### src/rtl/sweep_pkg.sv
package sweep_pkg;
   typedef enum logic [1:0] {
      SW_IDLE = 2'd0,
      SW_RUN  = 2'd1,
      SW_DONE = 2'd2
   } sweep_state_t;
endpackage

### src/rtl/sweep_edge.sv
// Synchronizes an asynchronous input and emits a one-cycle pulse per rising edge.
module sweep_edge #(
   parameter int STAGES = 2
) (
   input  logic clk,
   input  logic rst_n,
   input  logic din,
   output logic rise
);
   initial begin
      assert (STAGES >= 2) else $error("sweep_edge: STAGES must be at least 2");
   end

   logic sync_q [STAGES];
   logic prev_q;

   genvar gi;
   generate
      for (gi = 0; gi < STAGES; gi++) begin : g_sync
         if (gi == 0) begin : g_first
            always_ff @(posedge clk or negedge rst_n) begin
               if (!rst_n) sync_q[0] <= 1'b0;
               else        sync_q[0] <= din;
            end
         end else begin : g_next
            always_ff @(posedge clk or negedge rst_n) begin
               if (!rst_n) sync_q[gi] <= 1'b0;
               else        sync_q[gi] <= sync_q[gi-1];
            end
         end
      end
   endgenerate

   always_ff @(posedge clk or negedge rst_n) begin
      if (!rst_n) prev_q <= 1'b0;
      else        prev_q <= sync_q[STAGES-1];
   end

   assign rise = sync_q[STAGES-1] & ~prev_q;

   // an edge gives exactly one single-cycle event
   a_r4_single_event: assert property (@(posedge clk) disable iff (!rst_n)
      rise |=> !rise);
endmodule

### src/rtl/sweep_dwell.sv
// Down-counter that marks the last cycle of a dwell interval.
module sweep_dwell #(
   parameter int DW = 16
) (
   input  logic          clk,
   input  logic          rst_n,
   input  logic          load,
   input  logic [DW-1:0] load_val,
   input  logic          enable,
   output logic          expire
);
   initial begin
      assert (DW >= 1) else $error("sweep_dwell: DW must be positive");
   end

   localparam logic [DW-1:0] ONE = DW'(1);

   logic [DW-1:0] cnt_q;
   logic [DW-1:0] reload;

   assign reload = (load_val == '0) ? ONE : load_val;

   always_ff @(posedge clk or negedge rst_n) begin
      if (!rst_n)      cnt_q <= ONE;
      else if (load)   cnt_q <= reload;
      else if (enable) cnt_q <= cnt_q - ONE;
   end

   assign expire = enable && (cnt_q == ONE);

   // counting never runs below one while enabled
   a_r3_no_underflow: assert property (@(posedge clk) disable iff (!rst_n)
      (enable && !load) |-> (cnt_q != '0));
endmodule

### src/rtl/sweep_status.sv
// Delay lines that place the status pulse after a step or after the end of a sweep.
module sweep_status (
   input  logic clk,
   input  logic rst_n,
   input  logic clear,
   input  logic step_ev,
   input  logic eos_ev,
   input  logic eos_only,
   input  logic enable,
   output logic pulse
);
   logic step_q;
   logic eos_q1;
   logic eos_q2;

   always_ff @(posedge clk or negedge rst_n) begin
      if (!rst_n) begin
         step_q <= 1'b0;
         eos_q1 <= 1'b0;
         eos_q2 <= 1'b0;
         pulse  <= 1'b0;
      end else if (clear) begin
         step_q <= 1'b0;
         eos_q1 <= 1'b0;
         eos_q2 <= 1'b0;
         pulse  <= 1'b0;
      end else begin
         step_q <= step_ev;
         eos_q1 <= eos_ev;
         eos_q2 <= eos_q1;
         pulse  <= enable & (eos_only ? eos_q2 : step_q);
      end
   end

   // a disabled output stays low
   a_r10_gate: assert property (@(posedge clk) disable iff (!rst_n)
      !$past(enable) |-> !pulse);
   // per-step mode follows each step by one cycle
   a_r7_step_lag: assert property (@(posedge clk) disable iff (!rst_n)
      (step_ev && !eos_only && enable && !clear) |=> ##1 (pulse || $past(clear) || !$past(enable)));
endmodule

### src/rtl/sweep_seq.sv
module sweep_seq #(
   parameter int FW          = 24,
   parameter int CW          = 12,
   parameter int DW          = 16,
   parameter int SYNC_STAGES = 2
) (
   input  logic          clk,
   input  logic          rst_n,
   input  logic [FW-1:0] start_word,
   input  logic [FW-1:0] step_word,
   input  logic [CW-1:0] step_total,
   input  logic [DW-1:0] dwell_cycles,
   input  logic          ext_step_mode,
   input  logic          stat_eos_only,
   input  logic          stat_enable,
   input  logic          ctl_in,
   input  logic          abort_in,
   output logic [FW-1:0] tune_word,
   output logic          acc_clear,
   output logic          out_mid,
   output logic          stat_pulse
);
   import sweep_pkg::*;

   initial begin
      assert (FW >= 2 && CW >= 1 && DW >= 1) else $error("sweep_seq: bad widths");
   end

   localparam logic [CW-1:0] CNT_ONE = CW'(1);

   sweep_state_t  state_q;
   logic [CW-1:0] left_q;
   logic          ctl_rise;
   logic          abort_rise;
   logic          dwell_end;
   logic          start_ev;
   logic          step_ev;
   logic          last_step;
   logic          eos_ev;

   sweep_edge #(.STAGES(SYNC_STAGES)) u_ctl_edge (
      .clk(clk), .rst_n(rst_n), .din(ctl_in), .rise(ctl_rise));

   sweep_edge #(.STAGES(SYNC_STAGES)) u_abort_edge (
      .clk(clk), .rst_n(rst_n), .din(abort_in), .rise(abort_rise));

   assign start_ev  = !abort_rise && (state_q == SW_IDLE) && ctl_rise;
   assign step_ev   = !abort_rise && (state_q == SW_RUN) &&
                      (ext_step_mode ? ctl_rise : dwell_end);
   assign last_step = (left_q == CNT_ONE);
   assign eos_ev    = (start_ev && (step_total == '0)) || (step_ev && last_step);

   sweep_dwell #(.DW(DW)) u_dwell (
      .clk(clk), .rst_n(rst_n),
      .load(start_ev || step_ev),
      .load_val(dwell_cycles),
      .enable((state_q == SW_RUN) && !ext_step_mode),
      .expire(dwell_end));

   always_ff @(posedge clk or negedge rst_n) begin
      if (!rst_n) begin
         state_q   <= SW_IDLE;
         left_q    <= '0;
         tune_word <= '0;
         acc_clear <= 1'b0;
         out_mid   <= 1'b1;
      end else begin
         acc_clear <= 1'b0;
         if (abort_rise) begin
            state_q   <= SW_IDLE;
            left_q    <= '0;
            tune_word <= '0;
            acc_clear <= 1'b1;
            out_mid   <= 1'b1;
         end else if (start_ev) begin
            tune_word <= start_word;
            left_q    <= step_total;
            acc_clear <= 1'b1;
            out_mid   <= 1'b0;
            state_q   <= (step_total == '0) ? SW_DONE : SW_RUN;
         end else if (step_ev) begin
            tune_word <= tune_word + step_word;
            left_q    <= left_q - CNT_ONE;
            if (last_step) state_q <= SW_DONE;
         end
      end
   end

   sweep_status u_status (
      .clk(clk), .rst_n(rst_n),
      .clear(abort_rise),
      .step_ev(step_ev),
      .eos_ev(eos_ev),
      .eos_only(stat_eos_only),
      .enable(stat_enable),
      .pulse(stat_pulse));

   // a finished sweep holds its word until abort
   a_r5_hold_final: assert property (@(posedge clk) disable iff (!rst_n)
      (state_q == SW_DONE && !abort_rise) |=> $stable(tune_word));
   // abort forces idle output state
   a_r6_abort_mid: assert property (@(posedge clk) disable iff (!rst_n)
      abort_rise |=> (out_mid && tune_word == '0 && acc_clear));
   // each step adds exactly one increment
   a_r4_step_add: assert property (@(posedge clk) disable iff (!rst_n)
      step_ev |=> (tune_word == $past(tune_word) + $past(step_word)));
   // a start leaves midscale and pulses the clear
   a_r2_start: assert property (@(posedge clk) disable iff (!rst_n)
      start_ev |=> (!out_mid && acc_clear));
endmodule

### config.mk
export PLATFORM = sky130hd
export DESIGN_NAME = sweep_seq
export DESIGN_NICKNAME = d
export VERILOG_FILES = /design/src/rtl/sweep_pkg.sv /design/src/rtl/sweep_edge.sv /design/src/rtl/sweep_dwell.sv /design/src/rtl/sweep_status.sv /design/src/rtl/sweep_seq.sv
export SDC_FILE = /design/constraint.sdc
export NUM_CORES = 1
export LEC_CHECK = 0
export ABC_AREA = 1
export BUFFER_PORTS_ARGS = -buffer_cell sky130_fd_sc_hd__buf_2
export CAP_MARGIN = 20
export CORE_MARGIN = 2
export CORE_UTILIZATION = 62
export CTS_BUF_LIST = sky130_fd_sc_hd__clkbuf_2 sky130_fd_sc_hd__clkbuf_4 sky130_fd_sc_hd__clkbuf_8
export CTS_CLUSTER_SIZE = 24
export DETAILED_ROUTE_END_ITERATION = 8
export PLACE_DENSITY = 0.89
export SLEW_MARGIN = 20
export SYNTH_ARGS = -nofsm -noshare
export SYNTH_HDL_FRONTEND = slang
export SYNTH_SLANG_ARGS = --single-unit
### constraint.sdc
create_clock -name clk -period 3.8 [get_ports clk]
set_input_delay 1.14 -clock clk [delete_from_list [all_inputs] [get_ports clk]]
set_output_delay 1.14 -clock clk [all_outputs]
set_load 0.05 [all_outputs]
==> impl_summary.md <==
Timing
The maximum operating frequency is around 390 MHz. The setup TNS is 0 ns. The max-slew violation count was 0.

Between clock sinks in the finished design, the worst skew comes to 0.009550 ns. The hold violation total from the final report is 0. At the pin with the least slew margin, the transition time is roughly 0.85 ns. Subtracting the final worst setup slack from the clock period gives ~2.6 ns. Setup repair after global routing left no endpoint under its margin. The final setup violation count is 0.

The worst hold slack after final layout is roughly 0.35 ns. The headroom to the max-slew limit is roughly 44%. The worst path uses 68.21% of the clock period.

Logic synthesis
The count of mapped cells out of synthesis is 874. Sorting the synthesized cells by area gives the leading types as dfrtp_1, nand2_1, inv_1, nand3_1, ha_1. The area share of the largest cell type after synthesis is 29.62%.

In this run, distinct cell masters in the synthesized netlist total 39. A synthesized cell averages between 6 and 7 um^2. Yosys printed 0 warnings. Synthesis inferred between 60 and 70 register bits. The share of synthesized area occupied by flip-flops and latches is 30.59%. The cell taking the most area after synthesis is dfrtp_1. The netlist area before placement is ~5400 um^2.

The net count after synthesis is ~990.

Floorplanning
between 100 and 150 I/O pins were placed. The floorplan row count is 34. Once the floorplan was initialized, standard cells occupied a little over three fifths of the core.

The floorplan step set the die width to 97.38 um. The die outline area is 9483 um^2. In this run the standard cell core region covers ~8600 um^2.

The floorplan step set the die height to between 90 and 100 um.

Global routing
The number of antenna violations at the first check in global routing was 0. The first global-routing pass estimated roughly 24 mm of wire. Global routing used a little under a third of the available tracks across all layers. The number of global-route vias before repair was roughly 5500. Summed over all layers, the global routing overflow is 0. The largest net degree at the start of global routing is 67.

Drt
Before antenna repair, the detailed router went through 5 iterations. In this run the remaining antenna-violating nets after routing total 0. After detailed routing, the total wire length is around 14 mm. The via-per-instance ratio is approximately 5.3. The detailed router placed 5789 vias in this run.

The residual DRC count is 0. The initial detailed-routing violation count is between 300 and 400. The average detailed-routed wire length per instance is between 10 and 15 um.

Power
The peak supply drop is roughly 0.00032 V. The cell leakage power is ~0.0037 uW. Power spread over the standard cell area amounts to a little under 600 nW/um^2.

Worst setup path
At the worst endpoint, the required time is 4.04 ns. The top fanout value on the critical path is 3. The worst flop-to-flop path endpoint is tune_word[11]. The origin of the critical flop-to-flop path is u_abort_edge.sync_q[0]. The critical path launch point is step_word[0]. The endpoint of the worst setup timing path is tune_word[16].

The worst setup path is launched from a primary input. The nature of the critical path endpoint is a register. The critical path is of the primary input to register type. The worst endpoint data arrival time is around 2.8 ns. For the worst flop-to-flop path, the logic depth is 9. Across all register-to-register paths, the minimum setup slack is about 1.6 ns.

Layout
The post-layout net count is 1094. The share of layout cells above drive strength 1 is 15.38%. The number of cells in the finished layout apart from fillers is ~1100.

The top cell types in the final layout, fill and taps aside, are nand2_1, inv_1, buf_2. The fill cell instance count of the final layout is just under 800. The antenna diode instance count is 0. The area growth from synthesis to final layout is 15.51%. The summed area of non-filler cells in the final layout is 6245 um^2. The leading cell type in the layout, fill and taps excluded is nand2_1.

Clocking
CTS built an H-tree with a depth of 3. After clock tree synthesis, the clock-pin slew on the worst setup and hold paths is about 0.070 ns. The sink count of the clock tree is 66.

After clock tree synthesis, the setup repair step added 0 buffers. The maximum clock path buffer count is 2. The root buffer selected by CTS is clkbuf_8.

Clock latency on the worst-skew pair, taken at its later pin, is between 0.3 and 0.4 ns. TritonCTS built the clock tree. The hold buffer count at CTS is 0. The CTS buffer count is 9. The number of gates resized after CTS was 0.

Placement
The count of placed standard cells including taps is approximately 1100. The placed cell area is between 6000 and 7000 um^2. The placed wire-length estimate is between 10 and 15 mm. Input and output buffers added on the ports amount to 109. The congestion estimate from routability-driven global placement came to ~1.

Hold path
The path type of the worst min-delay path is register to register.

Flow run
The count of maximum capacitance violations is 0.

Status
The flow ran to the end, and the final reports show no timing, DRC or antenna violations.
## metal layers
metal	GRT usage, %	up-vias	part of all wire [%]
li1	-	2959	-
met1	40.32	2559	43
met2	52.31	222	47
met3	4.532	49	6.3
met4	14.10	0	3.7
met5	0	-	0
## critical path, cell delays in order
cell,delay (ns)
buf_2,0.08
ha_1,0.20
inv_1,0.07
fa_1,0.40
inv_1,0.12
nand3_1,0.08
nand3_1,0.13
nand2_1,0.09
nand2_1,0.11
nand3_1,0.10
nand3_1,0.10
nand3_1,0.09
nand2_1,0.07
nand2_1,0.05
## logic make-up (layout without fill, tap and decap cells)
family | after synthesis | in the layout | synth area share (%)
buffers and inverters | 155 | 269 | 11.41
AO/OA/AOI/OAI | 87 | 87 | 8.586
multiplexers | 1 | 1 | 0.1851
flip-flops | 66 | 66 | 30.59
adder cells (fa/ha/maj) | 28 | 28 | 6.619
XOR/XNOR | 16 | 16 | 2.592
AND/OR/NAND/NOR | 521 | 521 | 40.01
## report_power, final
part	total, uW	leakage (uW)	internal, uW	switching [uW]
combinational	1940	0.00273	642	1300
sequential	1100	0.000842	916	189
clock	640	0.000106	341	299
total	3680	0.00367	1900	1780
## final cells by class
| class | count | area [um^2] | area share (%) |
|---|---|---|---|
| Multi-Input combinational cell | 653 | 3136 | 50.21 |
| Inverter | 138 | 518.0 | 8.295 |
| Timing Repair Buffer | 115 | 590.6 | 9.457 |
| Tap cell | 108 | 135.1 | 2.164 |
| Clock inverter | 5 | 60.06 | 0.9617 |
| Clock buffer | 11 | 151.4 | 2.424 |
| Sequential cell | 66 | 1654 | 26.49 |
## stage by stage
| step | utilization, % | setup WS [ns] | power [uW] |
|---|---|---|---|
| floorplan | - | 1.205 | 2570 |
| global placement | 70.21 | 0.9271 | 2995 |
| detailed placement | 70.21 | 0.8817 | 3024 |
| CTS | 72.67 | 1.207 | 3674 |
| global route | 72.67 | 1.043 | 3999 |
| finish | 72.67 | 1.208 | 3682 |
## how the worst min path moves through the flow
stage / from / cells after the start / endpoint
2_1_floorplan: u_abort_edge.sync_q[1] / 0 / u_abort_edge.sync_q[0]
3_3_place_gp: u_ctl_edge.sync_q[1] / 0 / u_ctl_edge.sync_q[0]
3_5_place_dp: u_ctl_edge.sync_q[1] / 0 / u_ctl_edge.sync_q[0]
4_1_cts: u_ctl_edge.sync_q[1] / 0 / u_ctl_edge.sync_q[0]
5_1_grt: u_ctl_edge.sync_q[1] / 0 / u_ctl_edge.sync_q[0]
6_report: u_ctl_edge.sync_q[1] / 0 / u_ctl_edge.sync_q[0]
## registers in the layout, indices dropped and copies added, names as in the netlist, 2 cells and up
name and count:
state_q 2, tune_word 24, u_dwell.cnt_q 16, left_q 12, u_ctl_edge.sync_q 2, u_abort_edge.sync_q 2
## cell usage after synthesis, drive strengths merged
cell type,number
dfrtp,64
dfstp,2
a21o,1
nand4,16
a31oi,1
xnor2,4
o211ai,5
buf,15
a211oi,1
and2,1
a22o,1
or2,2
xor2,12
fa,1
o21bai,1
ha,27
o22ai,3
mux2i,1
nand2,325
o21ai,42
clkbuf,2
a21oi,32
nand3,71
nor4,5
nor3,5
inv,137
clkinv,1
nand3b,2
nor2,94
Note: power is estimated with default switching activity, not from simulation.
